$ cat src/rtl/gain_ramp_pkg.sv
package gain_ramp_pkg;

    localparam int GAIN_W        = 6;
    localparam int LVL_W         = 8;
    localparam int MAX_CODE      = 24;
    localparam int EIGHTHS_PER_C = 4;
    localparam int MAX_LVL_I     = MAX_CODE * EIGHTHS_PER_C;
    localparam int MUTE_LVL_I    = -MAX_LVL_I - 1;

    typedef logic signed [LVL_W-1:0]  lvl_t;
    typedef logic signed [GAIN_W-1:0] code_t;

    localparam lvl_t  MUTE_LVL = lvl_t'(MUTE_LVL_I);
    localparam code_t CODE_HI  = code_t'(MAX_CODE);
    localparam code_t CODE_LO  = code_t'(-MAX_CODE);

    typedef enum logic [1:0] {
        MODE_IMM  = 2'b00,
        MODE_SOFT = 2'b01,
        MODE_ZC   = 2'b10,
        MODE_BOTH = 2'b11
    } mode_e;

    typedef struct packed {
        logic hit;
        logic expire;
    } evt_t;

    function automatic lvl_t code_to_lvl(input code_t code);
        code_t c;
        lvl_t  ext;
        if (code > CODE_HI)
            c = CODE_HI;
        else if (code < CODE_LO)
            c = CODE_LO;
        else
            c = code;
        ext = lvl_t'(c);
        return {ext[LVL_W-3:0], 2'b00};
    endfunction

    function automatic lvl_t step_toward(input lvl_t cur, input lvl_t tgt);
        if (tgt > cur)
            return cur + lvl_t'(1);
        else if (tgt < cur)
            return cur - lvl_t'(1);
        else
            return cur;
    endfunction

endpackage

$ cat src/rtl/gr_zero_cross.sv
module gr_zero_cross #(
    parameter int SW = 24
) (
    input  logic          clk,
    input  logic          rst,
    input  logic          stb,
    input  logic [SW-1:0] sample,
    output logic          hit
);
    logic prev_neg_q;
    logic cur_neg;
    logic is_zero;

    always_comb begin
        cur_neg = sample[SW-1];
        is_zero = (sample == '0);
        hit     = stb && (is_zero || (cur_neg != prev_neg_q));
    end

    always_ff @(posedge clk) begin
        if (rst)
            prev_neg_q <= 1'b0;
        else if (stb)
            prev_neg_q <= cur_neg;
    end
endmodule

$ cat src/rtl/gr_timeout.sv
module gr_timeout #(
    parameter int TO_FRAMES = 512
) (
    input  logic clk,
    input  logic rst,
    input  logic stb,
    input  logic arm,
    input  logic clr,
    output logic expire
);
    localparam int CW = (TO_FRAMES > 2) ? $clog2(TO_FRAMES) : 1;
    localparam logic [CW-1:0] LAST = CW'(TO_FRAMES - 1);

    logic [CW-1:0] cnt_q;

    assign expire = arm && stb && (cnt_q == LAST);

    always_ff @(posedge clk) begin
        if (rst || clr || !arm)
            cnt_q <= '0;
        else if (stb)
            cnt_q <= cnt_q + CW'(1);
    end
endmodule

$ cat src/rtl/gr_level_chan.sv
module gr_level_chan
    import gain_ramp_pkg::*;
(
    input  logic clk,
    input  logic rst,
    input  logic stb,
    input  logic soft_en,
    input  logic zc_en,
    input  lvl_t tgt,
    input  evt_t evt,
    output lvl_t lvl,
    output logic pending,
    output logic step
);
    lvl_t  lvl_q;
    lvl_t  nxt;
    logic  fire;
    mode_e mode;

    always_comb begin
        mode    = mode_e'({zc_en, soft_en});
        pending = (lvl_q != tgt);
        case (mode)
            MODE_IMM:  fire = 1'b1;
            MODE_SOFT: fire = stb;
            MODE_ZC,
            MODE_BOTH: fire = evt.hit || evt.expire;
            default:   fire = 1'b0;
        endcase
        step = pending && fire;
        nxt  = soft_en ? step_toward(lvl_q, tgt) : tgt;
    end

    always_ff @(posedge clk) begin
        if (rst)
            lvl_q <= '0;
        else if (step)
            lvl_q <= nxt;
    end

    assign lvl = lvl_q;
endmodule

$ cat src/rtl/gain_ramp_ctl.sv
module gain_ramp_ctl
    import gain_ramp_pkg::*;
#(
    parameter int NCH       = 2,
    parameter int SW        = 24,
    parameter int TO_FRAMES = 512
) (
    input  logic                        clk,
    input  logic                        rst,
    input  logic                        frame_stb,
    input  logic                        soft_en,
    input  logic                        zc_en,
    input  logic [NCH-1:0]              mute,
    input  logic [NCH-1:0][GAIN_W-1:0]  gain_req,
    input  logic [NCH-1:0][SW-1:0]      sample,
    output logic [NCH-1:0][LVL_W-1:0]   level,
    output logic [NCH-1:0]              muted
);
    logic [NCH-1:0][LVL_W-1:0] tgt_lvl;
    logic [NCH-1:0]            zc_hit;
    logic [NCH-1:0]            to_exp;
    logic [NCH-1:0]            pend;
    logic [NCH-1:0]            stepped;

    for (genvar c = 0; c < NCH; c++) begin : g_ch
        lvl_t tgt_c;
        lvl_t lvl_c;
        evt_t evt_c;

        assign tgt_c      = mute[c] ? MUTE_LVL : code_to_lvl(code_t'(gain_req[c]));
        assign tgt_lvl[c] = tgt_c;
        assign evt_c      = '{hit: zc_hit[c], expire: to_exp[c]};

        gr_zero_cross #(.SW(SW)) u_zc (
            .clk    (clk),
            .rst    (rst),
            .stb    (frame_stb),
            .sample (sample[c]),
            .hit    (zc_hit[c])
        );

        gr_timeout #(.TO_FRAMES(TO_FRAMES)) u_to (
            .clk    (clk),
            .rst    (rst),
            .stb    (frame_stb),
            .arm    (pend[c] && zc_en),
            .clr    (stepped[c]),
            .expire (to_exp[c])
        );

        gr_level_chan u_lvl (
            .clk     (clk),
            .rst     (rst),
            .stb     (frame_stb),
            .soft_en (soft_en),
            .zc_en   (zc_en),
            .tgt     (tgt_c),
            .evt     (evt_c),
            .lvl     (lvl_c),
            .pending (pend[c]),
            .step    (stepped[c])
        );

        assign level[c] = lvl_c;
        assign muted[c] = (lvl_c == MUTE_LVL);
    end
endmodule

$ cat config.mk
export PLATFORM = sky130hd
export DESIGN_NAME = gain_ramp_ctl
export DESIGN_NICKNAME = d
export VERILOG_FILES = /design/src/rtl/gain_ramp_pkg.sv /design/src/rtl/gr_zero_cross.sv /design/src/rtl/gr_timeout.sv /design/src/rtl/gr_level_chan.sv /design/src/rtl/gain_ramp_ctl.sv
export SDC_FILE = /design/constraint.sdc
export NUM_CORES = 1
export LEC_CHECK = 0
export CORE_MARGIN = 4
export CORE_UTILIZATION = 44
export DETAILED_ROUTE_END_ITERATION = 16
export GPL_TIMING_DRIVEN = 0
export MAX_ROUTING_LAYER = met4
export PLACE_DENSITY = 0.87
export SYNTH_ARGS = -nofsm -noshare
export SYNTH_HDL_FRONTEND = slang
export SYNTH_HIERARCHICAL = 1
export SYNTH_SLANG_ARGS = --single-unit
$ cat constraint.sdc
create_clock -name clk -period 3.3 [get_ports clk]
set_input_delay 0.33 -clock clk [delete_from_list [all_inputs] [get_ports clk]]
set_output_delay 0.33 -clock clk [all_outputs]
set_load 0.02 [all_outputs]
==> qor.txt <==
DRT Wirelength - 9280 um
Layout filler cell count - 520
TritonCTS clock tree - done
Via count - 3258
Die ar. - 8450 um^2
Root Driver - clkbuf_8
DRT Pass-1 Iters - 4
Area growth syn-to-layout - 50.6%
I/O pin cnt - 85
Net count, final - 587
Most common cell after layout, fill and taps aside - clkdlybuf4s50_1
Clock-pin slew on the worst setup and hold paths - 0.08 ns
Wirelength per Cell - 16.0 um
Req. time, crit path - 3.50 ns
Final worst slack - 0.0281 ns
Die Y - 91.9 um
Syn Nets - 476
Post-Syn Area - 3100 um^2
Cells after Synth - 371
Slew HR - 62.1%
First-pass GRT wire length - 14900 um
Lkg Pwr - 1.87 nW
# clock sinks - 36
Commonest cells after routing, fill and taps aside - clkdlybuf4s50_1, nor2_1, dfxtp_1
H-tree lvl count - 2
Synth Register Bits - 36
FFs w/ async S/R, synth - 0%
Share of cells above drive strength 1 - 20.9%
Row count - 30
Initial antenna violation count - 0
Worst Tran Pin Value - 0.569 ns
Total Routing Usage GR - 21.8%
Status - finished, final reports clean
Main synth FF type - dfxtp_1
Total CTS buffers - 5
Cells after DPL - 551
GRT overflow - 0
Post-synth EDFFs - 0
Vias in the first global route - 3289
Seq/Total Area, Yosys - 23.2%
Hold Crit Class - reg -> reg
DRC - 0
Min Tclk post-route - 3.27 ns
VDD IR max - 0.498 mV
Post-Layout Cell Count - 579
Core box area - 6830 um^2
Vias/cell - 5.63
Mean Syn Cell Area - 8.36 um^2
CP Capture Type - register
GP Congestion - 0.889
Fin crit share - 99.1%
RSZ-0062 raised after global routing - true
Ys Warns - 6
Number of max-cap violations - 0
Kind of critical path - in -> reg
Final ANT Viol Nets - 0
Worst Path Arrival - 3.47 ns
Clock buffer depth - 2
Worst reg-to-reg path cell count - 13
Final HPWL DP - 6550 um
Setup Viol. Count Final - 0
Final hold vios - 0
WHS Path Cells - 2
Worst-case clock skew - 0.00636 ns
Fmax - 306 MHz
Placement Setup Slack - -0.939 ns
Largest net degree at the start of global routing - 13
CP startpoint kind - input port
Die X-Extent - 91.9 um
CTS Hold Buffers Added - 0
Ant. Diodes - 0
Later-pin clock latency in the skew report - 0.29 ns
I/O Buffers - 84
Final max-slew violation count - 0
Power density over cell area - 509 nW/um^2
Initial Util - 45.4%
DRT iter0 DRCs - 141
Cell variety after synth - 57
Max FO, Critical Path - 6
power by group:
part	switching [W]	internal, W	leakage [nW]	total [W]
clock network	0.000169	0.000224	0.0541	0.000393
logic	0.000702	0.000726	1.52	0.00143
registers	0.0000779	0.000478	0.295	0.000556
total	0.000950	0.00143	1.87	0.00238
critical path, stage by stage:
cell and delay, ns:
buf_8 0.10, o21ai_4 0.15, ha_4 0.22, buf_6 0.12, a2111oi_4 0.32, ha_1 0.32
buf_6 0.13, nand4_1 0.12, o22ai_2 0.08, a41o_4 0.29, fa_2 0.35, a21o_1 0.19
a21o_1 0.19, a21oi_4 0.20, a41oi_2 0.13, a311oi_1 0.23
kinds of logic (layout without fill, tap and decap cells):
kind of cell    Yosys count  after routing  share of synthesized area, %
buf+inv                  42            154                          5.25
xor+xnor                 22             22                          6.70
flops                    36             36                          23.2
simple gates            134            134                          25.5
mux                      13             13                          4.20
compound gates           86             86                          19.3
fa+ha+maj                38             38                          15.8
layer usage:
layer | track usage, % | vias to the layer above | routed length (um)
li1 | - | 1588 | -
met1 | 24.9 | 1574 | 3820
met2 | 40.0 | 80 | 4990
met3 | 3.45 | 16 | 344
met4 | 4.83 | 0 | 120
met5 | - | - | 0
cells in the mapped netlist (4+ instances only):
master    count  share of area (%)
a211oi_1      8                1.9
a21o_1        8                1.9
a21oi_1      19                3.1
a31o_2        5                1.4
buf_2         4               0.65
dfxtp_1      36                 23
ha_1         36                 15
inv_1        33                4.0
mux2i_1      13                4.2
nand2_1      15                1.8
nand3_1      13                2.1
nand4_1      14                2.8
nor2_1       44                5.3
nor3_1        4               0.65
nor3b_1       5                1.2
nor4_1        5                1.0
o211ai_1      5                1.2
o21ai_0      14                2.3
or3_1         7                1.4
xnor2_1       7                2.0
xor2_1       13                3.7
final cells by class:
cell class,count,area (um^2),share of cell area [%]
Multi-Input combinational cell,293,2560,54.8
Timing Repair Buffer,104,988,21.2
Sequential cell,36,721,15.4
Inverter,34,130,2.79
Tap cell,96,120,2.57
Clock buffer,5,68.8,1.47
Clock inverter,3,42.5,0.911
Buffer,8,37.5,0.804
sequential cells by signal, summed over array words and instances, names as in the netlist:
| name | flops |
|---|---|
| g_ch.u_to/cnt_q | 18 |
| g_ch.u_zc/prev_neg_q | 2 |
| g_ch.u_lvl/lvl | 16 |
what timing repair did:
| item | in CTS | in global routing |
|---|---|---|
| pin swaps | 31 | 29 |
| endpoints found under the setup margin | 34 | 27 |
| gates resized for setup | 67 | 33 |
| gates cloned | 0 | 0 |
| setup buffers | 14 | 6 |
| endpoints found under the hold margin | 0 | 0 |
stage by stage:
stage	cell area, um^2	TNS (ns)	utilization [%]	hold WS [ns]	power [W]
4_1_cts	4510	-0.0153	66.0	0.496	0.00229
6_report	4670	0	68.3	0.494	0.00238
3_3_place_gp	4120	-21.57	60.3	0.469	0.00169
3_5_place_dp	4120	-24.70	60.3	0.478	0.00175
5_1_grt	4670	-0.252	68.3	0.525	0.00254
2_1_floorplan	3160	-0.00894	-	0.402	0.00139
worst paths after layout:
| kind | slack (ns) | from | endpoint |
|---|---|---|---|
| worst max-delay path | 0.03 | gain_req[3] | g_ch[0].u_lvl/lvl[6] |
| worst min-delay path | 0.49 | g_ch[0].u_to/cnt_q[7] | g_ch[0].u_to/cnt_q[7] |
| worst max register to register | 0.28 | g_ch[1].u_lvl/lvl[7] | g_ch[1].u_lvl/lvl[5] |
| worst min register to register | 0.49 | g_ch[0].u_to/cnt_q[7] | g_ch[0].u_to/cnt_q[7] |
Note: power is estimated with default switching activity, not from simulation.
